### config.mk
export PLATFORM = sky130hd
export DESIGN_NAME = hsbus_fabric
export DESIGN_NICKNAME = d
export VERILOG_FILES = /design/src/rtl/hsbus_pkg.sv /design/src/rtl/hsbus_decode.sv /design/src/rtl/hsbus_rdmux.sv /design/src/rtl/hsbus_dflt.sv /design/src/rtl/hsbus_ctrl.sv /design/src/rtl/hsbus_fabric.sv
export SDC_FILE = /design/constraint.sdc
export NUM_CORES = 1
export LEC_CHECK = 0
export BUFFER_PORTS_ARGS = -buffer_cell sky130_fd_sc_hd__buf_2
export CORE_AREA = 2 2 116 118
export CTS_BUF_LIST = sky130_fd_sc_hd__clkbuf_4 sky130_fd_sc_hd__clkbuf_8 sky130_fd_sc_hd__clkbuf_16
export DETAILED_ROUTE_END_ITERATION = 8
export DIE_AREA = 0 0 118 120
export PLACE_DENSITY = 0.72
export RECOVER_POWER = 50
export SYNTH_ARGS = -nofsm -noshare
export SYNTH_HDL_FRONTEND = slang
export SYNTH_HIERARCHICAL = 1
export SYNTH_SLANG_ARGS = --single-unit
### constraint.sdc
create_clock -name clk -period 3.16 [get_ports clk]
set_clock_uncertainty 0.2 [all_clocks]
set_input_delay 0.632 -clock clk [delete_from_list [all_inputs] [get_ports clk]]
set_output_delay 0.632 -clock clk [all_outputs]
set_load 0.005 [all_outputs]
### src/rtl/hsbus_pkg.sv
package hsbus_pkg;

   // handshake phases of the fabric towards the master
   typedef enum logic [1:0] {
      HS_IDLE = 2'd0,   // waiting for a request
      HS_REQ  = 2'd1,   // request forwarded, waiting for the slave
      HS_HOLD = 2'd2,   // master acknowledged, waiting for request drop
      HS_REL  = 2'd3    // request withdrawn, waiting for slave release
   } hs_phase_e;

   function automatic logic hs_drives_req(hs_phase_e ph);
      return (ph == HS_REQ) || (ph == HS_HOLD);
   endfunction

endpackage

### src/rtl/hsbus_decode.sv
module hsbus_decode #(
   parameter int NUM_SLV    = 12,
   parameter int PAGE_BITS  = 8,
   parameter int FIRST_PAGE = 16,
   localparam int NT        = NUM_SLV + 1
) (
   input  logic [PAGE_BITS-1:0] page,
   output logic [NT-1:0]        hit
);

   for (genvar i = 0; i < NUM_SLV; i++) begin : g_page
      localparam logic [PAGE_BITS-1:0] PG = PAGE_BITS'(FIRST_PAGE + i);
      assign hit[i] = (page == PG);
   end

   // the spare target catches every unowned page
   assign hit[NT-1] = ~|hit[NUM_SLV-1:0];

endmodule

### src/rtl/hsbus_rdmux.sv
module hsbus_rdmux #(
   parameter int NT     = 13,
   parameter int DATA_W = 16,
   parameter bit AND_OR = 1'b1
) (
   input  logic [NT-1:0]        steer,
   input  logic [NT*DATA_W-1:0] din,
   output logic [DATA_W-1:0]    dout
);

   if (AND_OR) begin : g_andor
      // flat reduction, relies on at most one steer bit being set
      always_comb begin
         dout = '0;
         for (int i = 0; i < NT; i++)
            dout |= din[i*DATA_W +: DATA_W] & {DATA_W{steer[i]}};
      end
   end else begin : g_prio
      // lowest index wins if several steer bits are ever set
      always_comb begin
         dout = '0;
         for (int i = NT - 1; i >= 0; i--)
            if (steer[i]) dout = din[i*DATA_W +: DATA_W];
      end
   end

endmodule

### src/rtl/hsbus_dflt.sv
module hsbus_dflt #(
   parameter int DATA_W = 16
) (
   input  logic              clk,
   input  logic              rst_n,
   input  logic              req,
   output logic              ack,
   output logic [DATA_W-1:0] rdata
);

   always_ff @(posedge clk) begin
      if (!rst_n) ack <= 1'b0;
      else        ack <= req;
   end

   assign rdata = '0;

endmodule

### src/rtl/hsbus_ctrl.sv
module hsbus_ctrl
   import hsbus_pkg::*;
#(
   parameter int NT     = 13,
   parameter int DATA_W = 16
) (
   input  logic              clk,
   input  logic              rst_n,
   input  logic              m_req,
   input  logic [NT-1:0]     hit,
   input  logic [NT-1:0]     ack_all,
   input  logic [DATA_W-1:0] mux_data,
   output logic [NT-1:0]     ack_q,
   output logic [NT-1:0]     tgt_sel,
   output logic              fwd_req,
   output logic              m_ack,
   output logic [DATA_W-1:0] m_rdata
);

   hs_phase_e phase;
   logic      tgt_acked;

   assign tgt_acked = |(ack_q & tgt_sel);
   assign fwd_req   = hs_drives_req(phase);

   always_ff @(posedge clk) begin
      if (!rst_n) begin
         phase   <= HS_IDLE;
         ack_q   <= '0;
         tgt_sel <= '0;
         m_ack   <= 1'b0;
         m_rdata <= '0;
      end else begin
         ack_q <= ack_all;
         unique case (phase)
            HS_IDLE: if (m_req) begin
               tgt_sel <= hit;
               phase   <= HS_REQ;
            end
            HS_REQ: if (tgt_acked) begin
               m_ack   <= 1'b1;
               m_rdata <= mux_data;
               phase   <= HS_HOLD;
            end
            HS_HOLD: if (!m_req) phase <= HS_REL;
            HS_REL: if (!tgt_acked) begin
               m_ack   <= 1'b0;
               tgt_sel <= '0;
               phase   <= HS_IDLE;
            end
            default: phase <= HS_IDLE;
         endcase
      end
   end

endmodule

### src/rtl/hsbus_fabric.sv
module hsbus_fabric #(
   parameter int NUM_SLV    = 12,
   parameter int ADDR_W     = 16,
   parameter int DATA_W     = 16,
   parameter int PAGE_BITS  = 8,
   parameter int FIRST_PAGE = 16,
   parameter bit AND_OR_MUX = 1'b1
) (
   input  logic                      clk,
   input  logic                      rst_n,
   input  logic                      m_req,
   input  logic                      m_we,
   input  logic [ADDR_W-1:0]         m_addr,
   input  logic [DATA_W-1:0]         m_wdata,
   output logic                      m_ack,
   output logic [DATA_W-1:0]         m_rdata,
   output logic                      s_req,
   output logic [NUM_SLV-1:0]        s_sel,
   output logic                      s_we,
   output logic [ADDR_W-1:0]         s_addr,
   output logic [DATA_W-1:0]         s_wdata,
   input  logic [NUM_SLV-1:0]        s_ack,
   input  logic [NUM_SLV*DATA_W-1:0] s_rdata
);

   localparam int NT   = NUM_SLV + 1;
   localparam int DFLT = NUM_SLV;

   if (NUM_SLV < 1) begin : g_bad_count
      $error("hsbus_fabric: NUM_SLV must be at least 1");
   end
   if (PAGE_BITS < 1 || PAGE_BITS > ADDR_W) begin : g_bad_page
      $error("hsbus_fabric: PAGE_BITS must lie in 1..ADDR_W");
   end
   if (FIRST_PAGE < 0 || FIRST_PAGE + NUM_SLV > (1 << PAGE_BITS)) begin : g_bad_base
      $error("hsbus_fabric: slave pages do not fit in the page field");
   end

   logic [NT-1:0]        hit;
   logic [NT-1:0]        ack_all;
   logic [NT-1:0]        ack_q;
   logic [NT-1:0]        tgt_sel;
   logic [NT*DATA_W-1:0] rdata_all;
   logic [DATA_W-1:0]    mux_data;
   logic [DATA_W-1:0]    dflt_rdata;
   logic                 dflt_ack;
   logic                 fwd_req;

   // broadcast towards every slave
   assign s_addr  = m_addr;
   assign s_wdata = m_wdata;
   assign s_we    = m_we;
   assign s_req   = fwd_req;
   assign s_sel   = tgt_sel[NUM_SLV-1:0];

   hsbus_decode #(
      .NUM_SLV   (NUM_SLV),
      .PAGE_BITS (PAGE_BITS),
      .FIRST_PAGE(FIRST_PAGE)
   ) u_decode (
      .page(m_addr[ADDR_W-1 -: PAGE_BITS]),
      .hit (hit)
   );

   hsbus_dflt #(.DATA_W(DATA_W)) u_dflt (
      .clk  (clk),
      .rst_n(rst_n),
      .req  (fwd_req & tgt_sel[DFLT]),
      .ack  (dflt_ack),
      .rdata(dflt_rdata)
   );

   assign ack_all   = {dflt_ack, s_ack};
   assign rdata_all = {dflt_rdata, s_rdata};

   hsbus_rdmux #(
      .NT    (NT),
      .DATA_W(DATA_W),
      .AND_OR(AND_OR_MUX)
   ) u_rdmux (
      .steer(ack_q),
      .din  (rdata_all),
      .dout (mux_data)
   );

   hsbus_ctrl #(
      .NT    (NT),
      .DATA_W(DATA_W)
   ) u_ctrl (
      .clk     (clk),
      .rst_n   (rst_n),
      .m_req   (m_req),
      .hit     (hit),
      .ack_all (ack_all),
      .mux_data(mux_data),
      .ack_q   (ack_q),
      .tgt_sel (tgt_sel),
      .fwd_req (fwd_req),
      .m_ack   (m_ack),
      .m_rdata (m_rdata)
   );

endmodule

==> results of run 1 <==
## registers in the layout, indices dropped and copies added (netlist names)
signal	flops
u_ctrl/ack_q	13
u_ctrl/m_rdata	16
u_ctrl/phase	2
u_ctrl/tgt_sel	13
u_dflt/ack	1
u_ctrl/m_ack	1
## power breakdown
part | total, mW | leakage [nW] | internal (mW) | switching, mW
Sequential | 0.650 | 0.374 | 0.606 | 0.0445
Combinational | 0.577 | 1.69 | 0.265 | 0.311
Clock | 0.564 | 0.0752 | 0.303 | 0.261
Total | 1.79 | 2.14 | 1.17 | 0.617
## routing by layer
metal  vias to the layer above  share of wire, %
li1                       2003                 -
met1                      1974                40
met2                       271                45
met3                        44                12
met4                        10               2.8
met5                         -              0.38
## area by class of cell
cell class                      count  area (µm²)  share of cell area, %
Antenna cell                        4        10.0                  0.211
Clock buffer                        5         125                   2.64
Clock inverter                      3        26.3                  0.555
Inverter                            4        15.0                  0.317
Multi-Input combinational cell    305        2070                   43.7
Sequential cell                    46         921                   19.5
Tap cell                          176         220                   4.65
Timing Repair Buffer              266        1350                   28.4
## synth_stat cells
library cell,count
or4_1,1
buf_2,12
nor2b_1,1
o211ai_1,3
o21ai_0,2
conb_1,1
buf_6,8
and2_1,15
a21oi_1,13
o221ai_1,1
nand3_2,1
mux2_2,1
a22o_1,1
a21o_2,1
clkbuf_1,12
mux2i_1,16
clkbuf_2,3
o211a_1,2
nand4_1,15
inv_1,4
dfxtp_1,46
nand3_1,2
a222oi_1,17
a211o_1,2
nor4_4,2
a22oi_1,83
nand2_1,51
or3_1,2
a311oi_1,13
ha_1,5
o21a_1,1
a221oi_1,1
and3_1,16
nor2_1,2
nand2b_1,4
o21ai_1,1
nor4_1,3
buf_4,49
nor3_1,8
or4b_4,1
o22ai_1,2
## logic make-up after synthesis
family / count (synthesis) / synth area share [%]
other: 1 / 0.106
buffers and inverters: 88 / 16.8
AND/OR/NAND/NOR: 124 / 19.1
flip-flops: 46 / 26.1
adder cells (fa/ha/maj): 5 / 1.77
multiplexers: 17 / 4.86
AO/OA/AOI/OAI: 143 / 31.3
## path summary, 6_finish.rpt
path	from	to	depth (start not counted)
worst min register to register	u_dflt/ack	u_ctrl/ack_q[12]	1
worst max register to register	u_ctrl/ack_q[5]	u_ctrl/m_rdata[9]	5
worst min-delay path	u_dflt/ack	u_ctrl/ack_q[12]	1
worst max-delay path	u_ctrl/ack_q[5]	u_ctrl/m_rdata[9]	5
==> run_results.csv, run 1 <==
group,metric,value,unit
critical_path,cp_slowest_cell,"dfxtp_1",
cells_and_area,final_common_cell,"buf_2",
critical_path,worstPathRequired,3.17,ns
drt,routed_wl,16.2,mm
placement,dp_slack,0.725,ns
floorplan,die_h,120,µm
timing,max_freq,435,MHz
floorplan,rows,42,
worst_hold_path,hold_path.class,"register to register",
clocking,clk-insertion-delay-late,0.29,ns
timing,min_period,2.30,ns
global_route,use_met2,35.4,%
clocking,cts_root_buffer,"clkbuf_16",
critical_path,path_cells,"a22oi_1 -> nand3_1 -> o21a_1 -> buf_4 -> mux2i_1",
global_route,overflow,0,
timing,hold_slack,0.235,ns
critical_path,crit_family,"flip-flops",
timing,rsz0062_at_grt,"no",
cells_and_area,fin_util,36.5,%
drt,drc,0,
placement,placedCellCount,797,
synth,synth.avg_cell_area,8.32,µm²
timing,hold_viol_final,0,
pwr,ir_drop,258,µV
global_route,grt.total_usage,21.5,%
job,max_cap_viol_count,0,
cells_and_area,final_nets,873,
drt,dr.pass1.iters,6,
pwr,p_per_area,378,mW/mm²
global_route,met1_usage,25.6,%
critical_path,worst_setup_path_start_kind,"register",
drt,vias,4302,
timing,slew_violations,0,
critical_path,crit_fanout,17,
global_route,use_met3,9.13,%
critical_path,arrival,2.31,ns
clocking,post_cts_buffers,0,
status,status,"completed",
pwr,p_leak,2.14,nW
cells_and_area,final_cell_mix,"buf_2 (239), a22oi_1 (83), nand2_1 (51), dfxtp_1 (46), a222oi_1 (17)",
critical_path,regToRegSetupSlack,0.86,ns
clocking,cts_max_level,2,
timing,relSlewSlack,36.8,%
synth,seq_area_frac_synth,26.1,%
floorplan,coreArea,0.0130,mm²
synth,synth_top_area_share,26.1,%
global_route,grt_max_degree,35,
timing,worst_pin_slew,0.947,ns
clocking,clkSinkCount,46,
placement,gp_congestion,0.890,
synth,syn_area,0.00353,mm²
drt,ant_nets,0,
floorplan,dieArea,0.0142,mm²
global_route,busiest_layer,"met2",
clocking,clk_path_buf_depth,2,
placement,io_buffers,252,
synth,netlist-cell-type-count,41,
timing,min_period_over_period,72.7,%
global_route,grt_pass1_vias,4069,
synth,synth_top_cell_by_area,"dfxtp_1",
critical_path,path_buf_inv,1,
drt,routedWlPerCell,20.0,µm
clocking,path_clk_slew,0.07,ns
cells_and_area,drive_gt1_share,42.3,%
cells_and_area,fillers,1418,
global_route,antenna_found_initial,10,
synth,synthTopCellsByArea,"dfxtp_1 (26%), a22oi_1 (18%), buf_4 (10%)",
critical_path,critPathMaxStageDelay,0.83,ns
critical_path,crit_type,"register to register",
timing,setup_ws,0.862,ns
drt,viasPerCell,5.32,
pwr,total_power,1.79,mW
synth,ys_warn_count,6,
floorplan,pin_count,303,
critical_path,end_kind,"register",
timing,setup_viol,0,
drt,first_iter_violations,447,
placement,placed_area,0.00459,mm²
clocking,cts_resized,0,
placement,dpl.hpwl,12.6,mm
clocking,tritoncts,"done",
floorplan,die_w,118,µm
timing,finalSetupTns,0,ns
synth,synth_cells,424,
global_route,grt_first_pass_wirelength,23.2,mm
clocking,numCtsBuffers,5,
synth,ys_ff_latch,46,
floorplan,start_util,27.2,%
cells_and_area,areaGrowthSynthToFinish,34.2,%
cells_and_area,fin_cells,809,
clocking,hold_buffers,0,
cells_and_area,fin_area,0.00473,mm²
Note: power is estimated with default switching activity, not from simulation.
==> inputs of run 2 (changes only) <==
ABC_AREA = 1   (was default)
PLACE_DENSITY = 0.81   (was 0.72)
clock period = 2.4 ns   (was 3.16 ns; I/O delays follow)
==> run_results.csv, run 2 <==
group,metric,value,unit
clocking,numCtsBuffers,5,
clocking,tritoncts,"done",
global_route,grt_max_degree,29,
cells_and_area,seqCellArea,921,µm²
timing,finalSetupTns,0,ns
drt,routedWlPerCell,12.1,µm
timing,min_period_over_period,81.1,%
synth,synth_cells,845,
synth,synth_most_common_cell,"nand2_1",
cells_and_area,largest_register,"u_ctrl/m_rdata",
synth,synth_top_cell_by_area,"nand2_1",
critical_path,crit_fanout,4,
placement,placed_area,0.00555,mm²
cells_and_area,final_common_cell,"nand2_1",
floorplan,die_w,118,µm
status,status,"completed",
drt,drc,0,
critical_path,end_kind,"output port",
cells_and_area,areaGrowthSynthToFinish,24.3,%
synth,ys_async_sr_fraction,0,%
global_route,antenna_found_initial,0,
critical_path,arrival,1.27,ns
clocking,post_cts_buffers,0,
clocking,clk_path_buf_depth,2,
floorplan,dieArea,0.0142,mm²
synth,synthTopCellsByArea,"nand2_1 (29%), dfxtp_1 (20%), inv_1 (9.1%)",
floorplan,die_h,120,µm
placement,dpl.hpwl,12.2,mm
placement,io_buffers,252,
synth,synth_ff_type,"dfxtp_1",
floorplan,coreArea,0.0130,mm²
cells_and_area,num_antenna_cells,0,
timing,slew_violations,0,
drt,dr.pass1.iters,5,
cells_and_area,largest_register_ffs,16,
timing,hold_viol_final,0,
placement,dp_slack,0.476,ns
cells_and_area,fin_util,44.0,%
timing,setup_viol,0,
clocking,clk-insertion-delay-late,0.29,ns
clocking,clkSinkCount,46,
floorplan,rows,42,
critical_path,timing.rr.end,"u_ctrl/tgt_sel[0]",
global_route,grt_first_pass_wirelength,23.7,mm
floorplan,pin_count,303,
pwr,ir_drop,666,µV
cells_and_area,top_regs,"u_ctrl/m_rdata x16, u_ctrl/ack_q x13, u_ctrl/tgt_sel x13",
global_route,grt_pass1_vias,4995,
timing,setup_ws,0.453,ns
pwr,p_leak,3.55,nW
clocking,cts_max_level,2,
job,max_cap_viol_count,0,
timing,hold_slack,0.174,ns
clocking,hold_buffers,0,
drt,vias,5247,
synth,netlist-cell-type-count,28,
drt,ant_nets,0,
clocking,cts_root_buffer,"clkbuf_16",
critical_path,crit_end,"s_req",
synth,synth.avg_cell_area,5.43,µm²
drt,first_iter_violations,241,
global_route,grt.total_usage,20.7,%
critical_path,regToRegSetupSlack,0.47,ns
critical_path,worst_setup_path_start_kind,"register",
pwr,p_per_area,612,mW/mm²
clocking,cts_resized,0,
cells_and_area,fin_cells,1227,
cells_and_area,final_nets,1295,
pwr,total_power,3.49,mW
drt,routed_wl,14.8,mm
cells_and_area,fin_area,0.00571,mm²
cells_and_area,fillers,1437,
global_route,overflow,0,
critical_path,rr_worst_depth,8,
synth,ys_ff_latch,46,
synth,synth_top_area_share,29.2,%
cells_and_area,final_cell_mix,"nand2_1 (357), buf_2 (237), inv_1 (111), nor2_1 (111), dfxtp_1 (46)",
cells_and_area,drive_gt1_share,30.6,%
drt,viasPerCell,4.28,
critical_path,worstPathRequired,1.72,ns
timing,relSlewSlack,25.6,%
synth,yosys-top-cells-count,"nand2_1 (357), inv_1 (111), nor2_1 (111), buf_4 (54), dfxtp_1 (46)",
timing,min_period,1.95,ns
synth,syn_area,0.00459,mm²
timing,max_freq,514,MHz
placement,placedCellCount,1219,
critical_path,startpoint,"u_ctrl/phase[0]",
critical_path,crit_type,"register to output port",
critical_path,r2r_start,"u_ctrl/phase[0]",
synth,seq_area_frac_synth,20.1,%
worst_hold_path,hold_path.class,"primary input to register",
synth,synth-edff-count,0,
timing,rsz0062_at_grt,"no",
clocking,path_clk_slew,0.06,ns
timing,worst_pin_slew,1.12,ns
synth,ys_warn_count,6,
floorplan,start_util,35.4,%
placement,gp_congestion,0.865,
cells_and_area,multiInputGateArea,0.00258,mm²
-- run 2: worst min path at each step --
stage / from / end / slack, ns / depth (start not counted)
finish: s_ack[0] / u_ctrl/ack_q[0] / 0.17 / 3
global placement: u_dflt/ack / u_ctrl/ack_q[12] / 0.20 / 2
CTS: s_ack[0] / u_ctrl/ack_q[0] / 0.17 / 3
detailed placement: u_dflt/ack / u_ctrl/ack_q[12] / 0.22 / 2
floorplan: u_dflt/ack / u_ctrl/ack_q[12] / 0.19 / 2
global route: s_ack[3] / u_ctrl/ack_q[3] / 0.18 / 3
-- run 2: routing by layer --
layer  up-vias  global-route usage, %  routed length [µm]
met2       182                   40.4                7700
met3        26                   5.32                1010
li1       2808                      -                   -
met4         0                   5.12                 293
met1      2231                   22.1                5840
met5         -                      0                   0
-- run 2: logic make-up (layout without fill, tap and decap cells) --
kind of cell               count (synthesis)  in the layout  share of synthesized area [%]
AOI/OAI and AO/OA                         44             44                           4.96
DFF                                       46             46                           20.1
other                                      1             16                         0.0817
buffers and inverters                    204            395                           24.9
adders and majority gates                  5              5                           1.36
and+or+nand+nor                          545            545                           48.6
-- run 2: power by group --
group / total [mW] / leakage [nW] / switching (mW) / internal (mW)
logic: 1.58 / 3.09 / 0.960 / 0.622
registers: 1.10 / 0.378 / 0.131 / 0.974
clock network: 0.805 / 0.0805 / 0.301 / 0.503
total: 3.49 / 3.55 / 1.39 / 2.10
-- run 2: critical path: stages, from the launching register on --
cell and delay (ns):
dfxtp_1 0.38, inv_1 0.10, ha_1 0.36, buf_2 0.15
-- run 2: cell type report --
| cell class | instances | share of cell area (%) |
|---|---|---|
| clock buffer | 6 | 2.32 |
| tap | 176 | 3.86 |
| multi-input combinational | 610 | 45.3 |
| sequential | 46 | 16.1 |
| timing repair buffer | 268 | 23.9 |
| clock inverter | 2 | 0.658 |
| inverter | 119 | 7.87 |
